File: src/rtl/i2c_ctl_pkg.sv
package i2c_ctl_pkg;

    localparam int unsigned REG_W = 8;

    localparam logic ADDR_CTRL = 1'b0;
    localparam logic ADDR_EN   = 1'b1;

    // Control byte, most significant field first (bit 7 down to bit 0).
    typedef struct packed {
        logic berr_flag;
        logic berr_ie;
        logic start_req;
        logic master_sel;
        logic data_ack_en;
        logic gcall_ack_en;
        logic xfer_ie;
        logic xfer_flag;
    } ctrl_t;

    typedef struct packed {
        ctrl_t ctrl;
        logic  en;
    } regs_t;

endpackage

File: src/rtl/i2c_line_sync.sv
module i2c_line_sync #(
    parameter int unsigned STAGES    = 2,
    parameter logic        RESET_VAL = 1'b1
) (
    input  logic clk,
    input  logic rst_n,
    input  logic d_in,
    output logic d_out
);
    logic [STAGES-1:0] chain_q;
    logic [STAGES-1:0] chain_d;

    generate
        if (STAGES == 1) begin : g_single
            assign chain_d = d_in;
        end else begin : g_multi
            assign chain_d = {chain_q[STAGES-2:0], d_in};
        end
    endgenerate

    always_ff @(posedge clk or negedge rst_n) begin
        if (!rst_n) chain_q <= {STAGES{RESET_VAL}};
        else        chain_q <= chain_d;
    end

    assign d_out = chain_q[STAGES-1];
endmodule

File: src/rtl/i2c_cond_monitor.sv
module i2c_cond_monitor #(
    parameter int unsigned BYTE_BITS = 9
) (
    input  logic clk,
    input  logic rst_n,
    input  logic scl,
    input  logic sda,
    output logic bad_cond
);
    localparam int unsigned CNT_W = $clog2(BYTE_BITS);
    localparam logic [CNT_W-1:0] CNT_LAST = CNT_W'(BYTE_BITS - 1);

    typedef struct packed {
        logic             prev_scl;
        logic             prev_sda;
        logic             idle;
        logic             skip;
        logic [CNT_W-1:0] cnt;
    } mon_t;

    mon_t mon_d, mon_q;
    logic start_ev, stop_ev, scl_fall, legal;

    always_comb begin
        start_ev = scl && mon_q.prev_scl && mon_q.prev_sda && !sda;
        stop_ev  = scl && mon_q.prev_scl && !mon_q.prev_sda && sda;
        scl_fall = mon_q.prev_scl && !scl;
        legal    = mon_q.idle || (mon_q.cnt == '0);
        bad_cond = (start_ev || stop_ev) && !legal;

        mon_d          = mon_q;
        mon_d.prev_scl = scl;
        mon_d.prev_sda = sda;
        if (stop_ev) begin
            mon_d.idle = 1'b1;
            mon_d.skip = 1'b0;
            mon_d.cnt  = '0;
        end else if (start_ev) begin
            mon_d.idle = 1'b0;
            mon_d.skip = 1'b1;
            mon_d.cnt  = '0;
        end else if (scl_fall && !mon_q.idle) begin
            if (mon_q.skip)               mon_d.skip = 1'b0;
            else if (mon_q.cnt == CNT_LAST) mon_d.cnt = '0;
            else                          mon_d.cnt = mon_q.cnt + 1'b1;
        end
    end

    always_ff @(posedge clk or negedge rst_n) begin
        if (!rst_n) mon_q <= '{prev_scl: 1'b1, prev_sda: 1'b1, idle: 1'b1, skip: 1'b0, cnt: '0};
        else        mon_q <= mon_d;
    end

    // counter never leaves its nine-state range
    p_cnt_range_r4: assert property (@(posedge clk) disable iff (!rst_n)
        mon_q.cnt <= CNT_LAST);

    // a STOP always returns the monitor to idle
    p_stop_idle_r3: assert property (@(posedge clk) disable iff (!rst_n)
        stop_ev |=> mon_q.idle);
endmodule

File: src/rtl/i2c_ctl_regfile.sv
module i2c_ctl_regfile
    import i2c_ctl_pkg::*;
(
    input  logic             clk,
    input  logic             rst_n,
    input  logic             addr,
    input  logic             wr_en,
    input  logic [REG_W-1:0] wr_data,
    input  logic             rmw,
    input  logic             xfer_done,
    input  logic             bad_cond,
    output logic [REG_W-1:0] rd_data,
    output regs_t            regs
);
    regs_t regs_d, regs_q;
    ctrl_t wr_ctrl;
    logic  err_set;

    always_comb begin
        wr_ctrl = ctrl_t'(wr_data);
        err_set = bad_cond && regs_q.en;

        regs_d = regs_q;
        if (wr_en && addr == ADDR_CTRL) begin
            regs_d.ctrl.berr_ie      = wr_ctrl.berr_ie;
            regs_d.ctrl.start_req    = wr_ctrl.start_req;
            regs_d.ctrl.master_sel   = wr_ctrl.master_sel;
            regs_d.ctrl.data_ack_en  = wr_ctrl.data_ack_en;
            regs_d.ctrl.gcall_ack_en = wr_ctrl.gcall_ack_en;
            regs_d.ctrl.xfer_ie      = wr_ctrl.xfer_ie;
            if (!wr_ctrl.berr_flag) regs_d.ctrl.berr_flag = 1'b0;
            if (!wr_ctrl.xfer_flag) regs_d.ctrl.xfer_flag = 1'b0;
        end
        if (wr_en && addr == ADDR_EN) regs_d.en = wr_data[0];
        if (xfer_done) regs_d.ctrl.xfer_flag = 1'b1;
        if (err_set) begin
            regs_d.ctrl.berr_flag = 1'b1;
            regs_d.en             = 1'b0;
        end
    end

    always_ff @(posedge clk or negedge rst_n) begin
        if (!rst_n) regs_q <= '0;
        else        regs_q <= regs_d;
    end

    always_comb begin
        if (addr == ADDR_CTRL) begin
            rd_data    = regs_q.ctrl;
            rd_data[7] = regs_q.ctrl.berr_flag | rmw;
        end else begin
            rd_data = {{(REG_W-1){1'b0}}, regs_q.en};
        end
    end

    assign regs = regs_q;

    // the error flag rising leaves the interface disabled
    p_err_disables_r8: assert property (@(posedge clk) disable iff (!rst_n)
        $rose(regs_q.ctrl.berr_flag) |-> !regs_q.en);

    // the flag can only rise out of an enabled interface
    p_err_needs_en_r11: assert property (@(posedge clk) disable iff (!rst_n)
        $rose(regs_q.ctrl.berr_flag) |-> $past(regs_q.en));

    // a detected error always lands, whatever software writes
    p_err_priority_r9: assert property (@(posedge clk) disable iff (!rst_n)
        err_set |=> regs_q.ctrl.berr_flag);

    // without a hardware event the flag only falls on a written 0
    p_flag_hold_r6: assert property (@(posedge clk) disable iff (!rst_n)
        (regs_q.ctrl.berr_flag && !(wr_en && addr == ADDR_CTRL && !wr_data[7]))
        |=> regs_q.ctrl.berr_flag);

    // a transfer-complete pulse sets the flag
    p_xfer_set_r10: assert property (@(posedge clk) disable iff (!rst_n)
        xfer_done |=> regs_q.ctrl.xfer_flag);
endmodule

File: src/rtl/i2c_ctl_reg.sv
module i2c_ctl_reg
    import i2c_ctl_pkg::*;
#(
    parameter int unsigned SYNC_STAGES = 2,
    parameter int unsigned BYTE_BITS   = 9
) (
    input  logic             clk,
    input  logic             rst_n,
    input  logic             scl_in,
    input  logic             sda_in,
    input  logic             addr,
    input  logic             wr_en,
    input  logic [REG_W-1:0] wr_data,
    input  logic             rmw,
    output logic [REG_W-1:0] rd_data,
    input  logic             xfer_done,
    output logic             if_en,
    output logic             start_req,
    output logic             master_sel,
    output logic             data_ack_en,
    output logic             gcall_ack_en,
    output logic             berr_irq,
    output logic             xfer_irq
);
    logic  scl_s, sda_s, bad_cond;
    regs_t regs;

    i2c_line_sync #(.STAGES(SYNC_STAGES), .RESET_VAL(1'b1)) u_sync_scl (
        .clk(clk), .rst_n(rst_n), .d_in(scl_in), .d_out(scl_s));
    i2c_line_sync #(.STAGES(SYNC_STAGES), .RESET_VAL(1'b1)) u_sync_sda (
        .clk(clk), .rst_n(rst_n), .d_in(sda_in), .d_out(sda_s));

    i2c_cond_monitor #(.BYTE_BITS(BYTE_BITS)) u_mon (
        .clk(clk), .rst_n(rst_n), .scl(scl_s), .sda(sda_s), .bad_cond(bad_cond));

    i2c_ctl_regfile u_regs (
        .clk(clk), .rst_n(rst_n), .addr(addr), .wr_en(wr_en), .wr_data(wr_data),
        .rmw(rmw), .xfer_done(xfer_done), .bad_cond(bad_cond),
        .rd_data(rd_data), .regs(regs));

    assign if_en        = regs.en;
    assign start_req    = regs.ctrl.start_req;
    assign master_sel   = regs.ctrl.master_sel;
    assign data_ack_en  = regs.ctrl.data_ack_en;
    assign gcall_ack_en = regs.ctrl.gcall_ack_en;
    assign berr_irq     = regs.ctrl.berr_flag & regs.ctrl.berr_ie;
    assign xfer_irq     = regs.ctrl.xfer_flag & regs.ctrl.xfer_ie;

    // the error request never appears without its flag
    p_berr_irq_r5: assert property (@(posedge clk) disable iff (!rst_n)
        berr_irq |-> rd_data[7] || addr != ADDR_CTRL || rmw);
endmodule

File: config.mk
export PLATFORM = sky130hd
export DESIGN_NAME = i2c_ctl_reg
export DESIGN_NICKNAME = d
export VERILOG_FILES = /design/src/rtl/i2c_ctl_pkg.sv /design/src/rtl/i2c_line_sync.sv /design/src/rtl/i2c_cond_monitor.sv /design/src/rtl/i2c_ctl_regfile.sv /design/src/rtl/i2c_ctl_reg.sv
export SDC_FILE = /design/constraint.sdc
export NUM_CORES = 1
export LEC_CHECK = 0
export CAP_MARGIN = 20
export CORE_MARGIN = 3
export CORE_UTILIZATION = 40
export CTS_CLUSTER_SIZE = 10
export DETAILED_ROUTE_END_ITERATION = 7
export GPL_ROUTABILITY_DRIVEN = 0
export GPL_TIMING_DRIVEN = 0
export PLACE_DENSITY = 0.74
export SYNTH_ARGS = -nofsm -noshare
export SYNTH_HDL_FRONTEND = slang
export SYNTH_SLANG_ARGS = --single-unit
File: constraint.sdc
create_clock -name clk -period 1.6 [get_ports clk]
set_clock_uncertainty 0.05 [all_clocks]
set_input_delay 0.16 -clock clk [delete_from_list [all_inputs] [get_ports clk]]
set_output_delay 0.16 -clock clk [all_outputs]
set_load 0.02 [all_outputs]
# Word-level counts from Yosys, hierarchy flattened
# Cells that the tools add are included.
# word_totals
reg_bits,21
latchBits,0
ramBits,0
romBits,0
in_bits,16
output_inout_bits,15
word_cells,66
n_memories,0
# classes
addsub,1
n_mul,0
n_div,0
magnitude_cmp,0
eq_ne,4
shift,0
mux,14
n_bitwise,4
reduce_logical,27
# ops
cell,n
two-way mux 8 bit,2
logical AND 1 bit,11
two-way mux 5 bit,2
two-way mux 4 bit,2
nonzero test 2 bit,4
two-way mux 1 bit,7
two-way mux 6 bit,1
AND reduction 2 bit,3
zero test 1 bit,5
"adder 4 x 1 -> 4 bit, second input constant",1
"equality test 4 bit, second input constant",1
zero test 4 bit,1
"!= test 2 x 1 -> 1 bit, second input constant",2
"!= test 3 bit, second input constant",1
nonzero test 3 bit,1
AND 1 bit,2
logical OR 1 bit,2
NOT 1 bit,1
OR 1 bit,1

# Logic depth before layout (Yosys ltp)
# logic_depth
word_depth,8
depth_mapped,5
mapped_depth_nobuf,5

# Cells and area by module
# From an unflattened synthesis, not the netlist that was laid out.
# unflattened
cells_unflattened,82
hier_area_um2,1028.5
# by_module_without_submodules
mod,instances,cells_each,area_each_um2,seq_area_each_um2
i2c_cond_monitor,1,42,457.9,203.9
i2c_ctl_regfile,1,34,452.9,225.2
i2c_line_sync,2,2,52.6,52.6
i2c_ctl_reg,1,2,12.5,0.0

# Worst setup path after synthesis
# Ideal clock, no wire load.
# synth_timing
path_type,register to register
startpoint,register u_mon.mon_q[7] (netlist bit)
endpoint,register u_mon.mon_q[3] (netlist bit)
setup_time_ps,81
t_arrival_ps,1431
t_required_ps,1469
slack_ps,38
path_stages_with_launch,4
path_buffers,0
synth_period_minus_slack_ps,1562
path_cell_list,dfstp_2 -> or4b_4 -> or3_1 -> o211ai_2
# synth_between
elab_chain_len,5
word_cells_on_any_way,12
cone_classes,eq/ne: 1; mux: 2; reduce/logical: 9
# synth_lines
element,line,source
from (decl),i2c_cond_monitor.sv:21,"mon_t mon_d, mon_q;"
from (signal assigned),i2c_cond_monitor.sv:50,"if (!rst_n) mon_q <= '{prev_scl: 1'b1, prev_sda: 1'b1, idle: 1'b1, skip: 1'b0, cnt: '0};"
from (signal assigned),i2c_cond_monitor.sv:51,else mon_q <= mon_d;
logical AND 1 bit,"i2c_cond_monitor.sv:25, i2c_cond_monitor.sv:26",
"logical AND 1 bit, on equally long branches (2 in a row)","i2c_cond_monitor.sv:26, i2c_cond_monitor.sv:25",
"!= test 3 bit (no line), or another cell as far along",--,
AND reduction 2 bit (no line) or two-way mux 6 bit (tied branches),--,
# Several ways; a longest one is shown, not always the timed one.
# A chain may end at the register's enable or synchronous reset.

# Worst setup path after layout
# Same ends and word-level chain as after synthesis.

==> out/metrics.cfg <==
[synthesis]
synth_compound_area_frac = 0.121
syn-num-nets = 115
synth_area_per_cell_um2 = 9.95
synth_fa_ha_area_frac = 0.0259
syn_inst = 97
yosys.area_share.simple = 0.248
synth_xor_area_frac = 0.00908
synth.distinct_cells = 26
synth_top_family_by_area = simple AND/OR/NAND/NOR gates
netlist_area_um2 = 965
synth_seq_area_share = 0.554
synthMuxAreaShare = 0.0117
ys_seq_elements = 21
yosysWarnings = 0

[placed_design]
io_buffers = 30
dpl_cell_area_um2 = 1300
dp_hpwl_mm = 1.58
placed_cells = 155
place_ws_ns = -0.566

[sta]
relSlewSlack = 0.401
setup_slack_ns = 0.0221
period_needed_ns = 1.58
post-route-period-util = 0.986
finalSetupViolCount = 0
hold_violations = 0
worst_slew_pin_slew_ns = 0.895
rsz0062_at_grt = yes
holdWs_ns = 0.182
slew_viol_final = 0
max_freq_ghz = 0.634

[global_route]
met1_usage = 0.193
use_met3 = 0.0483
antenna_found_initial = 0
gr-total-overflow = 0
grt_max_degree = 22
grt_pass1_wl_mm = 3.20
grt_pass1_vias = 742
grt_util_met2 = 0.240
track_usage = 0.149
busiest_layer = met2

[hold_path]
hold_end = u_sync_scl.chain_q[0]
hold_path_class = in -> reg
hold_path_depth = 1
worstHoldStart = scl_in

[critical_path]
worstSetupPathType = reg -> reg
cp-start-kind = flip-flop
crit_chain = or4b_4 -> or3_4 -> o211ai_2
slowest_delay_ns = 0.56
r2r_cells = 3
end_kind = flip-flop
crit_required_ns = 1.80
arrival_ns = 1.78
worstReg2RegStart = u_mon.mon_q[7]
critPathSlowestCell = dfstp_2
cp_max_fo = 4
regToRegSetupSlack_ns = 0.02
r2r-end = u_mon.mon_q[3]

[clock_network]
clock_latency_ns = 0.31
cts.sinks = 21
cts_tree = done
ctsLongestPathBuffers = 2
cts-root-buf = clkbuf_4
h-tree-depth = 1
clk_pin_slew_worst_paths_ns = 0.12
ctsHoldBuffers = 0
numCtsBuffers = 3

[routing]
drtIter0Drc = 3
first_pass_iters = 3
vias = 783
postRouteAntennaNets = 0
via_per_inst = 4.92
drc = 0
wire_per_inst_um = 13.1
wirelength_mm = 2.08

[finish]
fin_nets = 150
layout_commonest_cell = nand2_1
final_area_um2 = 1340
drive_gt1_frac = 0.130
fillers = 212
final_cell_count_no_fill = 159
area_growth_pct = 38.4
antenna_cells = 0
layout_common_cells = nand2_1, clkdlybuf4s50_1, dfrtp_1

[floorplan]
io-pin-count = 31
core_um2 = 2250
die-width_um = 55.1
die_h_um = 55.1
dieArea_um2 = 3040
row_count = 17
start_util = 0.428

[run_status]
status = finished clean

[pwr]
p_leak_nw = 0.620
vdd_drop_max_mv = 0.539
power_density_nw_per_um2 = 869

[job]
cap_violations = 0

worst max-delay path: cells and delay by family, from the launching register on:
kind,cells,cell delay [ns]
flip-flops,1,0.56
AND/OR/NAND/NOR,2,0.84
AO/OA/AOI/OAI,1,0.07
timing repair:
action                                  in CTS  in global routing
gates resized for setup                     11                  5
cloned                                       0                  0
endpoints found under the setup margin      11                  6
pin swaps                                    1                  0
setup buffers                                1                  0
synth_stat cells:
master / number / area [µm²]
mux2_2: 1 / 11.3
o211ai_2: 1 / 12.5
dfstp_2: 7 / 184
nor4b_1: 1 / 8.76
nand2_1: 23 / 86.3
o211ai_1: 1 / 7.51
or3_1: 2 / 12.5
nand2b_1: 4 / 25.0
nor4_1: 1 / 6.26
nor3b_1: 1 / 7.51
inv_1: 6 / 22.5
and2_1: 2 / 12.5
dfrtp_1: 14 / 350
ha_1: 2 / 25.0
nor2_1: 2 / 7.51
o2111ai_1: 2 / 17.5
o21bai_1: 1 / 7.51
o21ai_0: 7 / 35.0
a22o_1: 2 / 17.5
xnor2_1: 1 / 8.76
nor2b_1: 7 / 43.8
or4b_4: 1 / 13.8
clkbuf_1: 2 / 7.51
a21oi_1: 2 / 10.0
nand3_1: 3 / 15.0
a311oi_1: 1 / 8.76
routing by layer:
layer | wire length, µm | vias to the layer above
met1 | 841 | 372
met4 | 17 | 0
met3 | 74 | 2
met2 | 1150 | 13
met5 | 0 | -
li1 | - | 396
area by class of cell:
class,count,area (µm²),share of cell area
clock buffers,3,22.5,0.0169
repair buffers,31,298,0.223
inverters,6,22.5,0.0169
plain buffers,1,3.75,0.00281
flip-flops and latches,21,534,0.400
clock inverters,1,7.51,0.00562
well taps,28,35.0,0.0262
multi-input cells,68,412,0.308
per-stage QoR:
step / power, mW / TNS, ns / util
4_1_cts: 1.17 / 0 / 0.585
3_5_place_dp: 0.915 / -2.53 / 0.577
5_1_grt: 1.24 / -0.123 / 0.592
6_report: 1.16 / 0 / 0.592
2_1_floorplan: 0.767 / 0 / -
3_3_place_gp: 0.905 / -2.34 / 0.577
cells by family after synthesis:
logic type      count (synthesis)
compound gates                 17
xor+xnor                        1
fa+ha+maj                       2
buf+inv                         8
flops                          21
mux                             1
simple gates                   47
how the worst max path moves through the flow:
stage                         startpoint  depth (start not counted)  slack [ns]              to
after detailed placement            addr                          4       -0.57      rd_data[0]
after global placement              addr                          4       -0.55      rd_data[0]
final                     u_mon.mon_q[7]                          3        0.02  u_mon.mon_q[3]
after CTS                 u_regs.regs[0]                          2        0.03      rd_data[0]
after floorplan           u_mon.mon_q[7]                          3        0.04  u_mon.mon_q[3]
after global routing      u_mon.mon_q[7]                          3       -0.04  u_mon.mon_q[3]
registers in the layout (all words and copies together) (netlist names):
signal and cells:
u_sync_sda.chain_q 2, u_mon.mon_q 8, u_sync_scl.chain_q 2, u_regs.regs 9
power breakdown:
group	switching, mW	internal, mW	leakage, nW	total [mW]
Sequential	0.0415	0.584	0.251	0.626
Clock	0.175	0.0956	0.0139	0.271
Combinational	0.134	0.130	0.355	0.265
Total	0.350	0.810	0.620	1.16
(Power assumes the default switching activity.)
